<file path="config.mk">
export PLATFORM = sky130hd
export DESIGN_NAME = seq_mul
export DESIGN_NICKNAME = d
export VERILOG_FILES = /design/src/rtl/seq_mul_pkg.sv /design/src/rtl/seq_mul_adder.sv /design/src/rtl/seq_mul_ctrl.sv /design/src/rtl/seq_mul_datapath.sv /design/src/rtl/seq_mul.sv
export SDC_FILE = /design/constraint.sdc
export NUM_CORES = 1
export LEC_CHECK = 0
export ABC_AREA = 1
export BUFFER_PORTS_ARGS = -buffer_cell sky130_fd_sc_hd__buf_4
export CAP_MARGIN = 10
export CORE_ASPECT_RATIO = 1.75
export CORE_MARGIN = 8
export CORE_UTILIZATION = 37
export CTS_CLUSTER_DIAMETER = 30
export CTS_CLUSTER_SIZE = 14
export DETAILED_ROUTE_END_ITERATION = 6
export HOLD_SLACK_MARGIN = 0.15
export PLACE_DENSITY_LB_ADDON = 0.25
export SYNTH_ARGS = -nofsm -noshare
export SYNTH_HDL_FRONTEND = slang
export SYNTH_SLANG_ARGS = --single-unit
</file>
<file path="constraint.sdc">
create_clock -name clk -period 17.6 [get_ports clk]
set_input_delay 3.52 -clock clk [delete_from_list [all_inputs] [get_ports clk]]
set_output_delay 3.52 -clock clk [all_outputs]
set_load 0.03 [all_outputs]
</file>
<file path="src/rtl/seq_mul_pkg.sv">
// Package: shared types for the sequential multiplier.
// Assumes: none beyond IEEE 1800-2017 enums.
package seq_mul_pkg;
    typedef enum logic [1:0] {
        ST_IDLE = 2'd0,
        ST_RUN  = 2'd1,
        ST_FIN  = 2'd2
    } mul_state_e;
endpackage

</file>
<file path="src/rtl/seq_mul_adder.sv">
// Module: seq_mul_adder
// Ripple-carry adder built from repeated one-bit full adders.
// Assumes: purely combinational; the caller registers the result.
module seq_mul_adder #(
    parameter int W = 32
) (
    input  logic [W-1:0] a,
    input  logic [W-1:0] b,
    output logic [W-1:0] sum,
    output logic         cout
);
    logic [W:0] carry;

    assign carry[0] = 1'b0;

    // One full-adder cell per bit position.
    for (genvar i = 0; i < W; i++) begin : g_bit
        assign sum[i]     = a[i] ^ b[i] ^ carry[i];
        assign carry[i+1] = (a[i] & b[i]) | (a[i] & carry[i]) | (b[i] & carry[i]);
    end

    assign cout = carry[W];
endmodule

</file>
<file path="src/rtl/seq_mul_ctrl.sv">
// Module: seq_mul_ctrl
// Sequences one load cycle and W iteration cycles, then holds the done state.
// Assumes: start is synchronous to clk; a start during iterations is dropped.
module seq_mul_ctrl
    import seq_mul_pkg::*;
#(
    parameter int W = 32
) (
    input  logic clk,
    input  logic rst_n,
    input  logic start,
    output logic load,
    output logic step,
    output logic done
);
    localparam int CW = (W > 1) ? $clog2(W) : 1;
    localparam logic [CW-1:0] LAST = CW'(W - 1);

    mul_state_e    state;
    logic [CW-1:0] iter;

    // Decode strobes from the current state.
    always_comb begin
        step = (state == ST_RUN);
        done = (state == ST_FIN);
        load = start && (state != ST_RUN);
    end

    // State and iteration counter update.
    always_ff @(posedge clk) begin
        if (!rst_n) begin
            state <= ST_IDLE;
            iter  <= '0;
        end else begin
            case (state)
                ST_RUN: begin
                    iter <= iter + 1'b1;
                    if (iter == LAST) state <= ST_FIN;
                end
                default: begin
                    if (start) begin
                        state <= ST_RUN;
                        iter  <= '0;
                    end
                end
            endcase
        end
    end

    // a reset edge always lands in idle.
    a_r1_reset_idle: assert property (@(posedge clk) !rst_n |=> state == ST_IDLE);

    // completion only after the last iteration count.
    a_r5_done_after_last: assert property (@(posedge clk) disable iff (!rst_n)
        $rose(done) |-> $past(iter) == LAST);

    // an unfinished run keeps running whatever start does.
    a_r7_run_continues: assert property (@(posedge clk) disable iff (!rst_n)
        (step && iter != LAST) |=> step);
endmodule

</file>
<file path="src/rtl/seq_mul_datapath.sv">
// Module: seq_mul_datapath
// Holds the multiplicand and the 2W-bit product register.
// Performs the conditional add into the upper half, then the right shift with carry.
// Assumes: load and step are never high together (the controller guarantees this).
module seq_mul_datapath #(
    parameter int W = 32
) (
    input  logic           clk,
    input  logic           rst_n,
    input  logic           load,
    input  logic           step,
    input  logic [W-1:0]   mcand_in,
    input  logic [W-1:0]   mplier_in,
    output logic [2*W-1:0] prod
);
    localparam int PW = 2 * W;

    logic [W-1:0] mcand;
    logic [W-1:0] add_sum;
    logic         add_cout;

    seq_mul_adder #(.W(W)) u_adder (
        .a    (prod[PW-1:W]),
        .b    (mcand),
        .sum  (add_sum),
        .cout (add_cout)
    );

    // Load operands, or run one test-add-shift iteration.
    always_ff @(posedge clk) begin
        if (!rst_n) begin
            prod  <= '0;
            mcand <= '0;
        end else if (load) begin
            prod  <= {{W{1'b0}}, mplier_in};
            mcand <= mcand_in;
        end else if (step) begin
            if (prod[0]) prod <= {add_cout, add_sum, prod[W-1:1]};
            else         prod <= {1'b0, prod[PW-1:1]};
        end
    end

    // a load leaves the multiplier in the low half and clears the upper half.
    a_r2_load_layout: assert property (@(posedge clk) disable iff (!rst_n)
        load |=> (prod[PW-1:W] == '0) && (prod[W-1:0] == $past(mplier_in)));

    // a carry out of the add must end up in the top bit.
    a_r4_carry_kept: assert property (@(posedge clk) disable iff (!rst_n)
        (step && prod[0] && add_cout) |=> prod[PW-1]);
endmodule

</file>
<file path="src/rtl/seq_mul.sv">
// Module: seq_mul (top)
// Unsigned W x W sequential multiplier with a 2W-bit product.
// Assumes: unsigned operands; start is a pulse sampled at the clock edge.
module seq_mul #(
    parameter int W = 32
) (
    input  logic           clk,
    input  logic           rst_n,
    input  logic           start,
    input  logic [W-1:0]   multiplicand,
    input  logic [W-1:0]   multiplier,
    output logic           done,
    output logic [2*W-1:0] product
);
    logic load;
    logic step;

    seq_mul_ctrl #(.W(W)) u_ctrl (
        .clk   (clk),
        .rst_n (rst_n),
        .start (start),
        .load  (load),
        .step  (step),
        .done  (done)
    );

    seq_mul_datapath #(.W(W)) u_dp (
        .clk       (clk),
        .rst_n     (rst_n),
        .load      (load),
        .step      (step),
        .mcand_in  (multiplicand),
        .mplier_in (multiplier),
        .prod      (product)
    );

    // with no start, a finished result stays put.
    a_r6_hold_result: assert property (@(posedge clk) disable iff (!rst_n)
        (done && !start) |=> (done && $stable(product)));

    // a start on a finished result begins a new run.
    a_r8_restart: assert property (@(posedge clk) disable iff (!rst_n)
        (done && start) |=> !done);
endmodule

</file>
=== After elaboration in Yosys (flattened, before gate mapping) ===
Cells that the tools add are included.

* Output and inout port bits: 65
* Word-level logic and storage cells: 244
* Input bits: 67
* Bits in registers: 103

* Reductions and logical operators: 5
* Equal/unequal tests: 5
* Multiplexer cells: 8
* Add/subtract/negate cells: 1
* Bitwise gates (word level): 220

{| class="wikitable"
|+ Operators by type and width
! cell !! number
|-
| AND 1 bit || 94
|-
| 2-to-1 mux 32 bit || 2
|-
| 2-to-1 mux 64 bit || 1
|-
| XOR 1 bit || 63
|-
| OR 1 bit || 62
|-
| 2-to-1 mux 5 bit || 2
|-
| 2-to-1 mux 2 bit || 3
|-
| adder 5 x 1 -> 5 bit (second input constant) || 1
|-
| equality test 5 bit (second input constant) || 1
|-
| inequality test 2 x 1 -> 1 bit (second input constant) || 2
|-
| nonzero test 2 bit || 2
|-
| equality test 2 x 1 -> 1 bit (second input constant) || 1
|-
| equality test 2 bit (second input constant) || 1
|-
| AND reduction 2 bit || 1
|-
| OR reduction 2 bit || 1
|-
| logical AND 1 bit || 1
|-
| inverter 1 bit || 1
|}

=== Longest topological paths before layout ===
Gate-level depths: netlist of the first run.

* Word-level depth: 97
* Gate-level depth with buffers: 36

=== Cells and area by module ===
A second synthesis of the first run with hierarchy kept.

* Cells, all modules: 742
* Area, all modules: 5,436.5 um2

{| class="wikitable"
|+ By module, submodules not included
! module !! sequential area each (um2) !! instances !! cells an instance !! area an instance (um2)
|-
| seq_mul_datapath || 1,921.8 || 1 || 656 || 4,440.5
|-
| seq_mul_adder || 0.0 || 1 || 37 || 651.9
|-
| seq_mul_ctrl || 140.1 || 1 || 49 || 344.1
|}

=== Worst setup path before layout of the first run ===
No wires, ideal clock.

* Path kind: reg2reg
* Start: register u_dp.prod[32]
* End: register u_dp.prod[62]
* Setup slack: 3.517 ns
* Path buffers: 0
* Period minus slack after synthesis: 14.083 ns
* Cell stages (with the launch flop): 37
* Arrival time: 14.013 ns
* Path through: dfxtp_1 > ha_1 > fa_1 > fa_1 > fa_1 > fa_1 > fa_1 > fa_1 > fa_1 > fa_1 > fa_1 > fa_1 > fa_1 > fa_1 > fa_1 > fa_1 > fa_1 > fa_1 > fa_1 > fa_1 > fa_1 > fa_1 > fa_1 > fa_1 > fa_1 > fa_1 > fa_1 > fa_1 > fa_1 > fa_1 > fa_1 > fa_1 > fa_1 > inv_1 > nand2_1 > o211ai_1 > a21oi_1

* Cells in the longest elaborated chain, start to end: 93

{| class="wikitable"
|+ Ends and longest elaborated chain
! element !! RTL line !! source
|-
| start, declared || seq_mul_datapath.sv:14 || <nowiki>output logic [2*W-1:0] prod</nowiki>
|-
| start signal, assigned || seq_mul_datapath.sv:35 || <nowiki>prod <= {{W{1'b0}}, mplier_in};</nowiki>
|-
| start signal, assigned || seq_mul_datapath.sv:38 || <nowiki>if (prod[0]) prod <= {add_cout, add_sum, prod[W-1:1]};</nowiki>
|-
| start signal, assigned || seq_mul_datapath.sv:39 || <nowiki>else prod <= {1'b0, prod[PW-1:1]};</nowiki>
|-
| AND 1 bit * || seq_mul_adder.sv:19 || <nowiki>assign carry[i+1] = (a[i] & b[i]) | (a[i] & carry[i]) | (b[i] & carry[i]);</nowiki>
|-
| AND 1 bit || seq_mul_adder.sv:19 ||
|-
| OR 1 bit || seq_mul_adder.sv:19 ||
|-
| OR 1 bit * || seq_mul_adder.sv:19 ||
|-
| AND 1 bit || seq_mul_adder.sv:19 ||
|-
| OR 1 bit || seq_mul_adder.sv:19 ||
|-
| OR 1 bit * || seq_mul_adder.sv:19 ||
|-
| AND 1 bit || seq_mul_adder.sv:19 ||
|-
| [77 not listed] || n/a ||
|-
| AND 1 bit || seq_mul_adder.sv:19 ||
|-
| OR 1 bit || seq_mul_adder.sv:19 ||
|-
| OR 1 bit * || seq_mul_adder.sv:19 ||
|-
| AND 1 bit || seq_mul_adder.sv:19 ||
|-
| OR 1 bit || seq_mul_adder.sv:19 ||
|-
| OR 1 bit * || seq_mul_adder.sv:19 ||
|-
| XOR 1 bit * || seq_mul_adder.sv:18 || <nowiki>assign sum[i] = a[i] ^ b[i] ^ carry[i];</nowiki>
|-
| 2-to-1 mux 64 bit * || seq_mul_datapath.sv:38 ||
|}

Every way passes the cells marked *; elsewhere a longest branch is shown, timed or not.
A chain may end at the register's enable or synchronous reset.

=== Final worst setup path of the first run ===
Same ends and word-level chain as after synthesis.

==> key figures, run 1 <==
Status
  – Status: complete, no violations

Global route
  – GRT Resource Usage Total: 15.5%
  – Largest net degree at the start of global routing: 98
  – Number of global-route vias before repair: 4,725
  – Total gr overflow: 0
  – First-pass GRT wire length: 23.0 mm
  – Antenna violations before repair: 0

Clock network
  – CTS tree: done
  – Post-CTS Hold Buffers: 0
  – Maximum clock insertion buffer count: 2
  – Clock Sinks: 103
  – Worst-Skew Late Latency: 0.35 ns
  – Setup Buffers After CTS: 0
  – Cts bufs inserted: 9
  – Root Buffer: clkbuf_16
  – Max H-tree Level: 3
  – Clock-pin slew of the registers on the worst-case setup and hold paths: 0.08 ns
  – # resized after CTS: 0

Synth
  – Sequential area share after synthesis: 40.1%
  – Synth area leaders: dfxtp_1 (40%), fa_1 (12%), nand2_1 (10%)
  – Post-Syn Instances: 673
  – Cell taking the most area after synthesis: dfxtp_1
  – Syn nets: 774
  – Synth warn: 0
  – Avg Inst Size Synth: 7.65 um2
  – Top-area cell type share of the netlist area: 40.1%
  – Post-synthesis cell area: 5150 um2
  – Distinct cells, synth: 21
  – Synth Register Bits: 103

Placement
  – Final Wtd Congestion: 0.746
  – DP HPWL: 9.72 mm
  – Setup WS pre-CTS: 3.04 ns
  – I/O Buffers: 131

Die
  – Chip width: 105 um
  – Rows: 57
  – Die H: 172 um
  – Die area: 18,100 um2
  – Core ar.: 13,800 um2
  – Initial core utilization: 37.4%
  – Io pins: 132

Timing
  – Fmax: 69.2 MHz
  – Final Setup Violations: 0
  – Tcrit/Tclk final: 82.1%
  – Slew Limit Headroom: 22.9%
  – Final min period: 14.45 ns
  – Setup_tns: 0 ns
  – Final worst slack: 3.15 ns
  – RSZ-0062 raised after global routing: false
  – Slew Viols, Final: 0
  – Worst-margin pin slew: 1.15 ns
  – Final hold viol count: 0
  – Clk_skew: 0.0144 ns

Pwr
  – Pleak: 3.01 nW
  – Peak supply drop: 0.0492 mV
  – PwrDens: 86.2 nW/um2

Critical path
  – Worst r2r path cells: 36
  – Crit start category: flop
  – Data required, critical path: 17.86 ns
  – Crit Path Max Fanout: 4
  – Critical Path AT: 14.71 ns
  – Most used cell along the critical path: fa_1
  – Largest stage delay on the critical path: 0.51 ns
  – Crit end category: flop
  – Setup CP Type: reg2reg
  – Slowest cell on the critical path: fa_1

Hold path
  – Hold Path Class: reg2reg
  – WHS Path Cells: 2

Finish
  – # fillers: 1,369
  – Multi-input logic area: 2570 um2
  – Layout Nets: 871
  – Layout cells sized above 1: 20.1%
  – Seq. cell area: 2060 um2
  – Syn-to-layout area delta: 24.9%
  – N_diodes: 0

Route
  – DRC Markers: 0
  – Post-DRT Antenna Nets: 0
  – Wire per inst: 14.6 um
  – Initial DRC Count: 201
  – Via count: 4,693
  – Drt pass-1 iters: 4
  – Detailed-route wire length: 13.9 mm
  – Vias/cell: 4.93

Job
  – Max-Cap Viols: 0
synthesized netlist by cell type:
library cell and instances:
nand2_1 141, dfxtp_1 103, nand3_1 98, inv_1 70, nor2_1 68, a21oi_1 39
fa_1 31, o211ai_1 31, o21ai_1 31, buf_2 24, clkbuf_1 13, buf_4 7
o21ai_0 4, ha_1 3, inv_2 3, buf_1 2, buf_6 1, nand2_2 1
nand2_4 1, nor2_4 1, nor3_1 1
sequential cells by signal, summed over array words and instances, names as in the netlist:
signal / cells
u_ctrl.state: 2
u_ctrl.iter: 5
u_dp.mcand: 32
u_dp.prod: 64
area by class of cell:
| class | count | area share (%) |
|---|---|---|
| Inverter | 73 | 4.26 |
| Clock inverter | 7 | 1.21 |
| Tap cell | 177 | 3.44 |
| Sequential cell | 103 | 32.1 |
| Multi-Input combinational cell | 450 | 40.0 |
| Clock buffer | 9 | 3.50 |
| Timing Repair Buffer | 133 | 15.5 |
routing by layer:
| metal | vias to the layer above | wire length [um] | track usage, % |
|---|---|---|---|
| met5 | - | 0 | 0 |
| met4 | 0 | 184 | 5.18 |
| met3 | 11 | 1100 | 5.34 |
| met2 | 132 | 7200 | 27.9 |
| met1 | 2193 | 5380 | 16.5 |
| li1 | 2357 | - | - |
through the flow:
stage	std cells	hold slack (ns)	util (%)	total power [mW]	area (um2)
6_report	952	0.462	46.7	0.554	6430
5_1_grt	952	0.481	46.7	0.581	6430
3_5_place_dp	936	0.455	44.5	0.355	6130
3_3_place_gp	936	0.448	44.5	0.353	6130
4_1_cts	952	0.465	46.7	0.561	6430
2_1_floorplan	673	0.439	-	0.322	5150
placed cells by master (no fill, tap or decap):
cell | Yosys | final
nand2_1 | 141 | 141
buf_4 | 7 | 133
dfxtp_1 | 103 | 102
nand3_1 | 98 | 98
inv_1 | 70 | 70
nor2_1 | 68 | 68
a21oi_1 | 39 | 39
o211ai_1 | 31 | 31
o21ai_1 | 31 | 31
fa_1 | 31 | 31
clkbuf_16 | 0 | 9
o21ai_0 | 4 | 4
inv_2 | 3 | 3
ha_1 | 3 | 3
inv_6 | 0 | 3
nor3_1 | 1 | 1
nor2_4 | 1 | 1
nand2_4 | 1 | 1
nand2_2 | 1 | 1
clkinvlp_4 | 0 | 1
clkinv_2 | 0 | 1
bufinv_16 | 0 | 1
clkinv_4 | 0 | 1
dfxtp_2 | 0 | 1
cell families after synthesis:
kind of cell	after synthesis	synth area share [%]
compound gates	105	11.7
buf+inv	120	9.99
flops	103	40.1
fa+ha+maj	34	12.8
simple gates	311	25.4
power breakdown:
| part | switching, mW | leakage (nW) | internal (mW) |
|---|---|---|---|
| clock network | 0.0943 | 0.147 | 0.112 |
| registers | 0.0110 | 0.844 | 0.246 |
| logic | 0.0563 | 2.02 | 0.0347 |
| total | 0.162 | 3.01 | 0.392 |
worst max-delay path: cells and delay by family (launching register included):
kind | cells | cell delay [ns]
buf+inv | 1 | 0.04
flops | 1 | 0.34
fa+ha+maj | 32 | 13.69
compound gates | 2 | 0.25
simple gates | 1 | 0.05
worst paths after layout:
| path | from | to | slack [ns] |
|---|---|---|---|
| worst min register to register | u_ctrl.iter[3]$_SDFFE_PN0P_ | u_ctrl.iter[3]$_SDFFE_PN0P_ | 0.46 |
| worst min-delay path | u_ctrl.iter[3]$_SDFFE_PN0P_ | u_ctrl.iter[3]$_SDFFE_PN0P_ | 0.46 |
| worst max register to register | u_dp.prod[32]$_SDFFE_PP0P_ | u_dp.prod[62]$_SDFFE_PP0P_ | 3.15 |
| worst max-delay path | u_dp.prod[32]$_SDFFE_PP0P_ | u_dp.prod[62]$_SDFFE_PP0P_ | 3.15 |
(Power assumes the default switching activity.)
==> run 2: changes to the inputs <==
- ABC_AREA: 1 -> 0
- clock period: 17.6 -> 13.53 ns (I/O delays scaled with it)
==> run 2 against run 1 <==
Effect of this change: global-route usage down 1.3 points; non-clock buffer count increased by 4; first-iteration DRC count decreased by 31%; worst setup slack lost 2.8 ns; final cell count is 18% lower; clock skew is 0.0038 ns lower; clock power rose by 27%; routed wire length fell by 7.9%; combinational power is 65% higher.
==> key figures, run 2 <==
Timing
  – RSZ-0062 raised after global routing: false (unchanged)
  – Clk_skew: 0.0106 ns (was 0.0144 ns)
  – Fmax: 76.0 MHz (was 69.2 MHz)
  – Final hold viol count: 0 (unchanged)
  – Final Setup Violations: 0 (unchanged)
  – Final min period: 13.16 ns (was 14.45 ns)
  – Tcrit/Tclk final: 97.2% (was 82.1%)
  – Worst-margin pin slew: 1.04 ns (was 1.15 ns)
  – Slew Viols, Final: 0 (unchanged)
  – Slew Limit Headroom: 30.4% (was 22.9%)
  – Hold Worst Slack: 0.476 ns (was 0.462 ns)

Hold path
  – Hold EP: u_ctrl.iter[4]$_SDFFE_PN0P_ (was u_ctrl.iter[3]$_SDFFE_PN0P_)
  – Hold Path Class: reg2reg (unchanged)
  – Min-Delay Startpoint: u_ctrl.iter[4]$_SDFFE_PN0P_ (was u_ctrl.iter[3]$_SDFFE_PN0P_)
  – WHS Path Cells: 2 (unchanged)

Critical path
  – Critical Path AT: 13.41 ns (was 14.71 ns)
  – Largest stage delay on the critical path: 0.51 ns (about the same)
  – Data required, critical path: 13.79 ns (was 17.86 ns)
  – Slowest cell on the critical path: fa_1 (unchanged)
  – Setup CP Type: reg2reg (unchanged)
  – Worst r2r path cells: 34 (was 36)
  – Crit end category: flop (unchanged)
  – Most used cell along the critical path: fa_2 (was fa_1)
  – Crit Path Max Fanout: 2 (was 4)
  – Crit start category: flop (unchanged)
  – FF-to-FF Start: u_dp.prod[32]$_SDFFE_PP0P_ (unchanged)
  – Worst flop-to-flop path endpoint: u_dp.prod[62]$_SDFFE_PP0P_ (unchanged)
  – Internal reg-to-reg setup slack: 0.37 ns (was 3.15 ns)

Synth
  – Distinct cells, synth: 25 (was 21)
  – Cell with the most instances after synthesis: dfxtp_1 (was nand2_1)
  – Sequential area share after synthesis: 40.0% (was 40.1%)
  – Asr flop ratio synth: 0% (unchanged)
  – Synth area leaders: dfxtp_1 (40%), mux2i_1 (12%), fa_1 (12%) (was dfxtp_1 (40%), fa_1 (12%), nand2_1 (10%))
  – Post-synthesis cell area: 5150 um2 (about the same)
  – Synth Register Bits: 103 (unchanged)
  – Avg Inst Size Synth: 10.3 um2 (was 7.65 um2)
  – Cell taking the most area after synthesis: dfxtp_1 (unchanged)
  – Post-Syn Instances: 501 (was 673)
  – Top-area cell type share of the netlist area: 40.0% (was 40.1%)
  – Ys flop type: dfxtp_1 (unchanged)
  – Post-synth EDFFs: 0 (unchanged)
  – Synth warn: 0 (unchanged)
  – Synth cell count leaders: dfxtp_1 (103), mux2i_1 (63), nor2_1 (62), a21oi_1 (40), nand3_1 (37) (was nand2_1 (141), dfxtp_1 (103), nand3_1 (98), inv_1 (70), nor2_1 (68))
  – Syn nets: 602 (was 774)

Clock network
  – Post-CTS Hold Buffers: 0 (unchanged)
  – Clock-pin slew of the registers on the worst-case setup and hold paths: 0.06 ns (was 0.08 ns)
  – CTS tree: done (unchanged)
  – Maximum clock insertion buffer count: 2 (unchanged)
  – Max H-tree Level: 3 (unchanged)
  – Cts bufs inserted: 9 (unchanged)
  – Root Buffer: clkbuf_16 (unchanged)
  – Clock Sinks: 103 (unchanged)
  – Worst-Skew Late Latency: 0.34 ns (was 0.35 ns)

Pwr
  – Switching Share: 28.6% (was 29.2%)
  – Clock power frac: 34.6% (was 37.2%)
  – Internal power: 0.538 mW (was 0.392 mW)
  – NetSw: 0.215 mW (was 0.162 mW)
  – Reg power frac: 45.4% (was 46.4%)
  – Peak supply drop: 0.0652 mV (was 0.0492 mV)
  – Pleak: 2.66 nW (was 3.01 nW)
  – Combinational fraction of design power: 19.9% (was 16.4%)
  – PwrDens: 116 nW/um2 (was 86.2 nW/um2)

Finish
  – Layout cells sized above 1: 35.1% (was 20.1%)
  – Syn-to-layout area delta: 26.2% (was 24.9%)
  – # fillers: 1,313 (was 1,369)
  – Seq. cell area: 2060 um2 (about the same)
  – Commonest non-fill, non-tap cell in the layout: buf_4 (was nand2_1)
  – Multi-input logic area: 2880 um2 (was 2570 um2)
  – Most flops, register: u_dp.prod (unchanged)
  – Layout Nets: 703 (was 871)
  – Max reg flops: 64 (unchanged)
  – Finished Layout Cells: 783 (was 952)
  – Most frequent cells in the layout: buf_4 (137), dfxtp_1 (101), mux2i_1 (63) (was nand2_1 (141), buf_4 (133), dfxtp_1 (102))
  – Top flop regs: u_dp.prod: 64 flops, u_dp.mcand: 32 flops, u_ctrl.iter: 5 flops (unchanged)
  – Final instance area: 6500 um2 (was 6430 um2)
  – N_diodes: 0 (unchanged)

Global route
  – Total gr overflow: 0 (unchanged)
  – Largest net degree at the start of global routing: 104 (was 98)
  – GRT Resource Usage Total: 14.2% (was 15.5%)
  – Antenna violations before repair: 0 (unchanged)
  – First-pass GRT wire length: 21.0 mm (was 23.0 mm)
  – Number of global-route vias before repair: 4,336 (was 4,725)

Placement
  – I/O Buffers: 131 (unchanged)
  – DP Area: 6170 um2 (was 6130 um2)
  – DP HPWL: 8.93 mm (was 9.72 mm)
  – Placed Cells: 768 (was 936)
  – Final Wtd Congestion: 0.747 (was 0.746)

Route
  – Post-DRT Antenna Nets: 0 (unchanged)
  – Initial DRC Count: 138 (was 201)
  – Wire per inst: 16.3 um (was 14.6 um)
  – Vias/cell: 5.17 (was 4.93)
  – Detailed-route wire length: 12.8 mm (was 13.9 mm)
  – DRC Markers: 0 (unchanged)
  – Via count: 4,045 (was 4,693)
  – Drt pass-1 iters: 4 (unchanged)

Die
  – Rows: 57 (unchanged)
  – Io pins: 132 (unchanged)
  – Die area: 18,100 um2 (about the same)
  – Die H: 172 um (about the same)
  – Chip width: 105 um (about the same)
  – Core ar.: 13,800 um2 (unchanged)
  – Initial core utilization: 37.4% (about the same)

Job
  – Max-Cap Viols: 0 (unchanged)

Status
  – Status: complete, no violations (unchanged)
run 2: changes by cell type in the layout (fill, tap and decap cells not counted), sizes merged, moves of 4 or more:
cell,change
nand2,-138
inv,-74
a211oi,+65
mux2i,+63
nand3,-61
o211ai,-31
nor2,-7
buf,+4
run 2: critical path: cells and delay by family, from the launching register on:
family	cells	cell delay, ns
fa+ha+maj	32	12.44
mux	1	0.08
compound gates	1	0.22
flops	1	0.32
run 2: area by class of cell:
class                           instances  area share [%]
Sequential cell                       103            31.8
Tap cell                              177            3.41
Multi-Input combinational cell        349            44.3
Timing Repair Buffer                  137            15.8
Clock buffer                           12            3.95
Clock inverter                          3           0.654
Inverter                                2           0.115
run 2: routing by layer:
metal | wire (um) | vias to the layer above | track usage, %
li1 | - | 1987 | -
met1 | 5030 | 1956 | 15.1
met2 | 6800 | 94 | 25.6
met3 | 810 | 8 | 4.48
met4 | 138 | 0 | 4.99
met5 | 0 | - | 0
run 2: worst max-delay path by stage:
stage / startpoint / endpoint / slack (ns) / depth (start not counted)
final: u_dp.prod[32]$_SDFFE_PP0P_ / u_dp.prod[62]$_SDFFE_PP0P_ / 0.37 / 34
after floorplan: u_dp.prod[32]$_SDFFE_PP0P_ / u_dp.prod[62]$_SDFFE_PP0P_ / 0.01 / 34
after CTS: u_dp.prod[32]$_SDFFE_PP0P_ / u_dp.prod[62]$_SDFFE_PP0P_ / 0.01 / 34
after global placement: u_dp.prod[32]$_SDFFE_PP0P_ / u_dp.prod[62]$_SDFFE_PP0P_ / -0.33 / 34
after detailed placement: u_dp.prod[32]$_SDFFE_PP0P_ / u_dp.prod[62]$_SDFFE_PP0P_ / -0.47 / 34
after global routing: u_dp.prod[32]$_SDFFE_PP0P_ / u_dp.prod[62]$_SDFFE_PP0P_ / 0.03 / 34
run 2: cell families after synthesis:
family | count (synthesis) | synth area share, %
adder cells (fa/ha/maj) | 34 | 12.8
flip-flops | 103 | 40.0
buffers and inverters | 49 | 5.37
AND/OR/NAND/NOR | 111 | 9.35
multiplexers | 64 | 12.5
AO/OA/AOI/OAI | 140 | 20.0
run 2: power groups by stage:
stage | clock (mW) | combinational (mW) | sequential (mW)
2_1_floorplan | 0 | 0.0770 | 0.372
3_3_place_gp | 0 | 0.150 | 0.348
3_5_place_dp | 0 | 0.153 | 0.348
4_1_cts | 0.270 | 0.153 | 0.342
5_1_grt | 0.281 | 0.165 | 0.345
6_report | 0.261 | 0.150 | 0.342
run 2: per-stage QoR:
stage	util [%]	setup TNS [ns]	power [mW]	worst slack, ns
2_1_floorplan	-	0	0.449	0.0101
6_report	47.2	0	0.753	0.375
4_1_cts	47.2	0	0.765	0.0121
3_3_place_gp	44.8	-0.488	0.497	-0.330
5_1_grt	47.2	0	0.791	0.0345
3_5_place_dp	44.8	-0.848	0.501	-0.466
run 2: timing repair:
item                       in CTS  in global routing
cloned                          0                  0
setup endpoints to repair       3                  2
resized for setup               9                  4
setup buffers                   0                  0
